## config.mk

```make
export PLATFORM = sky130hd
export DESIGN_NAME = watchdog_guard
export DESIGN_NICKNAME = d
export VERILOG_FILES = /design/src/rtl/watchdog_guard_pkg.sv /design/src/rtl/watchdog_guard_unlock.sv /design/src/rtl/watchdog_guard_counter.sv /design/src/rtl/watchdog_guard_fsm.sv /design/src/rtl/watchdog_guard.sv
export SDC_FILE = /design/constraint.sdc
export NUM_CORES = 1
export LEC_CHECK = 0
export ABC_AREA = 1
export BUFFER_PORTS_ARGS = -buffer_cell sky130_fd_sc_hd__buf_2
export CAP_MARGIN = 20
export CORE_MARGIN = 3
export CORE_UTILIZATION = 59
export CTS_CLUSTER_DIAMETER = 100
export DETAILED_ROUTE_END_ITERATION = 10
export GPL_TIMING_DRIVEN = 0
export PLACE_DENSITY = 0.8
export SETUP_SLACK_MARGIN = 0.15
export SYNTH_ARGS = -nofsm -noshare
export SYNTH_HDL_FRONTEND = slang
export SYNTH_SLANG_ARGS = --single-unit
```

## constraint.sdc

```tcl
create_clock -name clk -period 3.6 [get_ports clk]
set_clock_uncertainty 0.2 [all_clocks]
set_input_delay 0 -clock clk [delete_from_list [all_inputs] [get_ports clk]]
set_output_delay 0 -clock clk [all_outputs]
set_load 0.05 [all_outputs]
```

## src/rtl/watchdog_guard_pkg.sv

```systemverilog
package watchdog_guard_pkg;

    typedef enum logic [2:0] {
        WD_OFF   = 3'd0,
        WD_IRQ   = 3'd1,
        WD_RESET = 3'd2,
        WD_WARN  = 3'd3,
        WD_LAST  = 3'd4,
        WD_FIRE  = 3'd5
    } wd_state_t;

    // Behaviour selected by the stored enables and the fuse level
    function automatic wd_state_t decode_mode(input logic ie, input logic re, input logic fuse);
        if (fuse)
            return WD_RESET;
        else if (ie && re)
            return WD_WARN;
        else if (re)
            return WD_RESET;
        else if (ie)
            return WD_IRQ;
        else
            return WD_OFF;
    endfunction

endpackage

```

## src/rtl/watchdog_guard_unlock.sv

```systemverilog
module watchdog_guard_unlock #(
    parameter int          WIN_LEN = 4,
    parameter logic [7:0]  KEY     = 8'hC3
) (
    input  logic       clk,
    input  logic       rst_n,
    input  logic       key_wr,
    input  logic [7:0] wdata,
    output logic       win_open
);
    localparam int WW = $clog2(WIN_LEN + 1);

    logic [WW-1:0] win_q;

    always_ff @(posedge clk or negedge rst_n) begin
        if (!rst_n)
            win_q <= '0;
        else if (key_wr)
            win_q <= (wdata == KEY) ? WW'(WIN_LEN) : '0;
        else if (win_q != '0)
            win_q <= win_q - 1'b1;
    end

    assign win_open = (win_q != '0);

    // a correct key always opens the window on the next cycle
    assert_key_opens_R11: assert property (@(posedge clk) disable iff (!rst_n)
        (key_wr && wdata == KEY) |=> win_open);

endmodule

```

## src/rtl/watchdog_guard_counter.sv

```systemverilog
module watchdog_guard_counter #(
    parameter int BASE_LOG2 = 11,
    parameter int SEL_MAX   = 9
) (
    input  logic       clk,
    input  logic       rst_n,
    input  logic       run,
    input  logic       clear,
    input  logic       tick,
    input  logic [3:0] sel,
    output logic       expire
);
    localparam int CNT_W = BASE_LOG2 + SEL_MAX;

    logic [CNT_W-1:0] cnt_q;
    logic [CNT_W-1:0] limit;
    logic [3:0]       sel_c;
    logic [3:0]       shamt;

    always_comb begin
        sel_c  = (sel > 4'(SEL_MAX)) ? 4'(SEL_MAX) : sel;
        shamt  = 4'(SEL_MAX) - sel_c;
        limit  = {CNT_W{1'b1}} >> shamt;
        expire = run && !clear && tick && (cnt_q >= limit);
    end

    always_ff @(posedge clk or negedge rst_n) begin
        if (!rst_n)
            cnt_q <= '0;
        else if (!run || clear)
            cnt_q <= '0;
        else if (tick)
            cnt_q <= expire ? '0 : cnt_q + 1'b1;
    end

    // straight after a restart the period cannot already be over
    assert_no_expire_after_clear_R3: assert property (@(posedge clk) disable iff (!rst_n)
        clear |=> !expire);

endmodule

```

## src/rtl/watchdog_guard_fsm.sv

```systemverilog
module watchdog_guard_fsm
    import watchdog_guard_pkg::*;
(
    input  logic      clk,
    input  logic      rst_n,
    input  logic      expire,
    input  logic      restart,
    input  logic      rst_ack,
    input  wd_state_t mode,
    output logic      set_flag,
    output logic      clr_ie,
    output logic      set_ie,
    output logic      cnt_run,
    output logic      rst_req
);
    wd_state_t state_q, state_d;

    always_ff @(posedge clk or negedge rst_n) begin
        if (!rst_n)
            state_q <= WD_OFF;
        else
            state_q <= state_d;
    end

    always_comb begin
        state_d = state_q;
        unique case (state_q)
            WD_OFF, WD_IRQ:
                state_d = mode;
            WD_RESET:
                state_d = expire ? WD_FIRE : mode;
            WD_WARN:
                state_d = expire ? WD_LAST : mode;
            WD_LAST: begin
                if (expire)
                    state_d = WD_FIRE;
                else if (restart)
                    state_d = WD_WARN;
                else if (mode != WD_RESET)
                    state_d = mode;
            end
            WD_FIRE:
                state_d = rst_ack ? mode : WD_FIRE;
            default:
                state_d = WD_OFF;
        endcase
    end

    always_comb begin
        set_flag = 1'b0;
        clr_ie   = 1'b0;
        set_ie   = 1'b0;
        cnt_run  = 1'b1;
        rst_req  = 1'b0;
        unique case (state_q)
            WD_OFF:   cnt_run  = 1'b0;
            WD_IRQ:   set_flag = expire;
            WD_RESET: ;
            WD_WARN: begin
                set_flag = expire;
                clr_ie   = expire;
            end
            WD_LAST:  set_ie   = restart && !expire;
            WD_FIRE: begin
                cnt_run  = 1'b0;
                rst_req  = 1'b1;
            end
            default:  cnt_run  = 1'b0;
        endcase
    end

    // the reset request persists until acknowledged
    assert_rst_held_R9: assert property (@(posedge clk) disable iff (!rst_n)
        (rst_req && !rst_ack) |=> rst_req);

    // a time-out in reset-only behaviour raises the request
    assert_reset_on_timeout_R8: assert property (@(posedge clk) disable iff (!rst_n)
        (state_q == WD_RESET && expire) |=> rst_req);

    // a second time-out in the combined behaviour raises the request
    assert_second_timeout_R6: assert property (@(posedge clk) disable iff (!rst_n)
        (state_q == WD_LAST && expire) |=> rst_req);

endmodule

```

## src/rtl/watchdog_guard.sv

```systemverilog
module watchdog_guard
    import watchdog_guard_pkg::*;
#(
    parameter int         BASE_LOG2 = 11,
    parameter int         SEL_MAX   = 9,
    parameter int         WIN_LEN   = 4,
    parameter logic [7:0] KEY       = 8'hC3
) (
    input  logic       clk,
    input  logic       rst_n,
    input  logic       slow_tick,
    input  logic       restart,
    input  logic       fuse_force,
    input  logic       bus_wr,
    input  logic       bus_addr,
    input  logic [7:0] bus_wdata,
    output logic [7:0] bus_rdata,
    output logic       irq,
    input  logic       irq_ack,
    output logic       sys_rst_req,
    input  logic       sys_rst_ack
);
    logic       flag_q, ie_q, re_q;
    logic [3:0] sel_q;
    logic       win_open, ctrl_wr, key_wr;
    logic       expire, set_flag, clr_ie, set_ie, cnt_run;
    logic       re_eff;
    wd_state_t  mode;

    assign ctrl_wr = bus_wr && !bus_addr;
    assign key_wr  = bus_wr &&  bus_addr;
    assign re_eff  = re_q || fuse_force;
    assign mode    = decode_mode(ie_q, re_q, fuse_force);

    watchdog_guard_unlock #(.WIN_LEN(WIN_LEN), .KEY(KEY)) unlock_i (
        .clk      (clk),
        .rst_n    (rst_n),
        .key_wr   (key_wr),
        .wdata    (bus_wdata),
        .win_open (win_open)
    );

    watchdog_guard_counter #(.BASE_LOG2(BASE_LOG2), .SEL_MAX(SEL_MAX)) counter_i (
        .clk    (clk),
        .rst_n  (rst_n),
        .run    (cnt_run),
        .clear  (restart),
        .tick   (slow_tick),
        .sel    (sel_q),
        .expire (expire)
    );

    watchdog_guard_fsm fsm_i (
        .clk      (clk),
        .rst_n    (rst_n),
        .expire   (expire),
        .restart  (restart),
        .rst_ack  (sys_rst_ack),
        .mode     (mode),
        .set_flag (set_flag),
        .clr_ie   (clr_ie),
        .set_ie   (set_ie),
        .cnt_run  (cnt_run),
        .rst_req  (sys_rst_req)
    );

    // Protected fields
    always_ff @(posedge clk or negedge rst_n) begin
        if (!rst_n) begin
            re_q  <= 1'b0;
            sel_q <= '0;
        end else if (ctrl_wr && win_open) begin
            re_q  <= bus_wdata[3];
            sel_q <= {bus_wdata[5], bus_wdata[2:0]};
        end
    end

    // Interrupt enable: hardware updates win over software
    always_ff @(posedge clk or negedge rst_n) begin
        if (!rst_n)
            ie_q <= 1'b0;
        else if (set_ie)
            ie_q <= 1'b1;
        else if (clr_ie)
            ie_q <= 1'b0;
        else if (ctrl_wr)
            ie_q <= bus_wdata[6];
    end

    // Event flag: set wins over clear
    always_ff @(posedge clk or negedge rst_n) begin
        if (!rst_n)
            flag_q <= 1'b0;
        else if (set_flag)
            flag_q <= 1'b1;
        else if (irq_ack || (ctrl_wr && bus_wdata[7]))
            flag_q <= 1'b0;
    end

    assign irq       = flag_q;
    assign bus_rdata = bus_addr ? 8'h00
                                : {flag_q, ie_q, sel_q[3], 1'b0, re_eff, sel_q[2:0]};

    // protected fields only move while the window is open
    assert_protected_change_R11: assert property (@(posedge clk) disable iff (!rst_n)
        ((re_q != $past(re_q)) || (sel_q != $past(sel_q))) |-> $past(win_open));

    // first combined-mode time-out drops the interrupt enable
    assert_ie_dropped_R6: assert property (@(posedge clk) disable iff (!rst_n)
        (clr_ie && !set_ie) |=> !ie_q);

endmodule

```

==> results.txt <==
- For this design the ratio of total power to cell area is 581 mW/mm^2.
- Synthesized net count: 390
- In this design, the stage delay of the slowest critical-path cell is 0.41 ns.
- Number of detailed-route iterations in the first pass: 4
- Counting the fill cells in the layout gives 298.
- Vias/cell: 5.40
- The worst pin sits at a relative slew slack of 49.9%.
- Setup violations remaining at the end of the flow were counted as 0.
* Crit Path Class: reg -> reg
- Depth of the worst register-to-register path: 21
* Number of top-level pins: 27
- Die Outline Area: 0.00517 mm^2
- The number of different library cells used by synthesis comes to 37.
- Detailed-placement wirelength estimate: 4.21 mm
* H-tree levels: 2
- Post-layout instance count excluding filler cells: 453
* Worst min-delay path category: in -> reg
* Crit. path cell count: 21
- Count of endpoints failing hold in the final timing report: 1
* Most common library cell in the layout ignoring fill and taps: sky130_fd_sc_hd__nand2_1
- Global routing consumed, over all layers together, 25.7% of the routing resources.
- DRC marker count from the first detailed-route iteration: 118
- Entering global routing, the biggest net connects 34 pins.
- The run finished, with violations left.
- STA puts the critical path data required time at 3.61 ns.
- Violations in the final reports: negative hold slack
- For this run, the register share of the synthesized area comes to 32.2%.
* Start of the worst register-to-register path: sel_q[2]$_DFFE_PN0P_
- Number of antenna violations at the first check in global routing: 0
* Maximum clock insertion buffer count: 2
- After layout, the design draws a total of 1830 uW.
- The detailed router placed 2,448 vias in this run.
- Cell Rows: 23
* Synth Instances: 351
- Startpoint of the most critical hold path: slow_tick
* Detailed route wirelength on metal2: 3.15 mm
* Drc violations: 0
- The sequential cells in the finished layout cover a total of 826 um^2.
* Worst Hold Depth: 4
- Nature of the critical path startpoint: register
- In this run, placement finished with an instance count of 425.
* Area added between synthesis and finish: 22.7%
- Max IR drop VDD: 0.000443 V
* Ys Warns: 0
* Core area: 0.00409 mm^2
- Highest clock frequency the design can meet: 0.313 GHz
- Number of storage elements in the synthesis netlist: 33
- Buffers inserted during clock tree synthesis total 5.
* Data arrival time at the worst-slack endpoint: 3.21 ns
- Overall overflow remaining after global route: 0
- The top cell types in the final layout, fill and taps aside, are 75 x sky130_fd_sc_hd__nand2_1, 55 x sky130_fd_sc_hd__inv_1, 33 x sky130_fd_sc_hd__dfrtp_1, 31 x sky130_fd_sc_hd__nor2_1, 24 x sky130_fd_sc_hd__buf_2.
- At the later pin of the worst-skew pair, clock insertion delay measures 0.29 ns.
- Worst hold margin: -0.00231 ns
- Max layer used: met4
- Amount of wire on met3 after detailed routing: 312 um
- Across the run, the number of max-cap violations was 0.
- GP Congestion: 0.875
- The smallest clock period supported by the final layout is computed as 3.20 ns.
* Crit share post-route: 88.9%
- In this run the static leakage power is 0.00157 uW.
- Wire length of the first global-routing pass: 10.6 mm
* Count of buffer and inverter cells on the critical path: 6
- The detail route stage leaves a number of antenna-violating nets equal to 0.
* Initial cell density of the core: 62.7%
- Routed wire length: 6.03 mm
- For hold timing, the worst endpoint is counter_i.cnt_q[12]$_DFFE_PN0P_.
- End of the worst register-to-register path: counter_i.cnt_q[0]$_DFFE_PN0P_
* Die height: 71.9 um
- Wire length per cell after detailed routing: 13.3 um
- Layout Nets: 441
- CTS tree: yes
- In the final routing, the length of wire on met1 measures 2.50 mm.
- Summed over all failing endpoints, the final setup total negative slack is 0 ns.
- Unrepaired setup endpoints after global routing: false
* Average size of a mapped cell: 7.30 um^2
- Antenna diodes: 0
- Multi-input logic area: 0.00155 mm^2
- Of all nets on the critical path, the largest fanout is 9.
* Clock slew at the register clock pins of the worst setup and hold paths: 0.07 ns
- The slowest stage of the critical path is the sky130_fd_sc_hd__dfrtp_1 cell.
- The worst setup path is captured at a register.
- Number of input and output port buffers inserted: 24
- The critical path goes through inv_2 > a21oi_4 > nor2_2 > inv_1 > ha_1 > inv_1 > ha_1 > buf_4 > nor2_4 > inv_2 > o21ai_0 > ha_1 > nand2_1 > nand2_1 > a21oi_1 > nand2_1 > nand2_2 > nand3_4 > nor2_8 > inv_6 > mux2i_4.
- Setup slack on the worst reg-to-reg path comes out at 0.40 ns.
* Clock root buffer: sky130_fd_sc_hd__clkbuf_8
- Clock sink total: 33
- Via count of the first global-routing pass: 2,447
* Post-synthesis cell area: 0.00256 mm^2
* Layout cells sized above 1: 21.1%
* Total count of max-transition violations in the final report: 0
* Worst Max-Slew Pin Slew: 0.752 ns
- On the critical path the largest part of the delay comes from simple AND/OR/NAND/NOR gates.
- From left edge to right edge, the die measures 71.9 um.
-- cells in the mapped netlist, drive strengths merged --
cell	number	area share (%)
a211o	1	0.34
a21oi	16	3.1
and2	1	0.24
buf	2	0.59
clkbuf	3	0.44
conb	1	0.15
dfrtp	33	32
ha	22	11
inv	63	9.5
mux2i	1	0.88
nand2	81	12
nand3	25	5.6
nand4	8	2.0
nor2	42	7.8
nor3	5	1.4
nor4	1	0.24
o211ai	2	0.59
o21ai	27	5.4
o21bai	1	0.29
o221ai	1	0.34
o22ai	7	3.4
o31ai	1	0.29
or2	2	0.49
xnor2	1	0.34
xor2	4	1.4
-- report_power, final --
group	switching (uW)	leakage, uW	internal (uW)
combinational	620	0.00107	365
clock	140	0.0000585	226
sequential	48.3	0.000438	427
total	808	0.00157	1020
-- state kept, by name, summed over array words and instances (netlist names) --
register / count
counter_i.cnt_q: 20
sel_q: 4
fsm_i.state_q: 3
unlock_i.win_q: 3
ie_q: 1
irq: 1
re_q: 1
-- worst register-to-register path, stage by stage, from the launching register on --
cell                      delay, ns
sky130_fd_sc_hd__dfrtp_1       0.41
sky130_fd_sc_hd__inv_2         0.09
sky130_fd_sc_hd__a21oi_4       0.06
sky130_fd_sc_hd__nor2_2        0.14
sky130_fd_sc_hd__inv_1         0.06
sky130_fd_sc_hd__ha_1          0.21
sky130_fd_sc_hd__inv_1         0.06
sky130_fd_sc_hd__ha_1          0.21
sky130_fd_sc_hd__buf_4         0.17
sky130_fd_sc_hd__nor2_4        0.10
sky130_fd_sc_hd__inv_2         0.06
sky130_fd_sc_hd__o21ai_0       0.09
sky130_fd_sc_hd__ha_1          0.27
sky130_fd_sc_hd__nand2_1       0.07
sky130_fd_sc_hd__nand2_1       0.04
sky130_fd_sc_hd__a21oi_1       0.12
sky130_fd_sc_hd__nand2_1       0.08
sky130_fd_sc_hd__nand2_2       0.08
sky130_fd_sc_hd__nand3_4       0.16
sky130_fd_sc_hd__nor2_8        0.24
sky130_fd_sc_hd__inv_6         0.09
sky130_fd_sc_hd__mux2i_4       0.13
-- final cells by class --
type | instances | share of cell area, %
Buffer | 5 | 0.955
Clock inverter | 1 | 0.955
Clock buffer | 7 | 2.75
Inverter | 63 | 7.76
Sequential cell | 33 | 26.3
Timing Repair Buffer | 44 | 9.95
Tap cell | 50 | 1.99
Multi-Input combinational cell | 250 | 49.4
-- how the worst max path moves through the flow --
| stage | startpoint | end | slack [ns] |
|---|---|---|---|
| floorplan | sel_q[2]$_DFFE_PN0P_ | ie_q$_DFFE_PN0P_ | 0.51 |
| global placement | sel_q[1]$_DFFE_PN0P_ | fsm_i.state_q[1]$_DFFE_PN0P_ | 0.16 |
| detailed placement | sel_q[3]$_DFFE_PN0P_ | fsm_i.state_q[1]$_DFFE_PN0P_ | 0.12 |
| CTS | sel_q[1]$_DFFE_PN0P_ | fsm_i.state_q[1]$_DFFE_PN0P_ | 0.17 |
| global route | sel_q[2]$_DFFE_PN0P_ | fsm_i.state_q[0]$_DFFE_PN0P_ | 0.15 |
| finish | sel_q[2]$_DFFE_PN0P_ | counter_i.cnt_q[0]$_DFFE_PN0P_ | 0.40 |
-- cell families (layout without fill, tap and decap cells) --
| logic type | count (synthesis) | count (layout) | share of synthesized area (%) |
|---|---|---|---|
| other cells | 1 | 1 | 0.146 |
| mux | 1 | 1 | 0.879 |
| flops | 33 | 33 | 32.2 |
| fa+ha+maj | 22 | 22 | 10.7 |
| simple gates | 165 | 165 | 29.9 |
| xor+xnor | 5 | 5 | 1.71 |
| compound gates | 56 | 56 | 13.8 |
| buf+inv | 68 | 120 | 10.5 |
-- routing by layer --
metal  vias up  track usage [%]
li1       1234                -
met5         -                0
met1      1135             29.9
met3         8             5.54
met2        71             47.4
met4         0             7.10
-- metrics by stage --
step                instance area, um^2  setup slack [ns]  util [%]
floorplan                          2560             0.508         -
global placement                   2750             0.162      67.2
detailed placement                 2750             0.121      67.2
CTS                                3040             0.166      74.3
global route                       3140             0.148      76.9
finish                             3140             0.401      76.9
-- repair_timing --
| action | CTS | global route |
|---|---|---|
| gates resized for setup | 2 | 29 |
| hold endpoints to repair | 49 | 0 |
| pin swaps | 0 | 7 |
| setup buffers | 0 | 3 |
| endpoints found under the setup margin | 5 | 25 |
| hold buffers | 17 | 0 |
(Power assumes the default switching activity.)
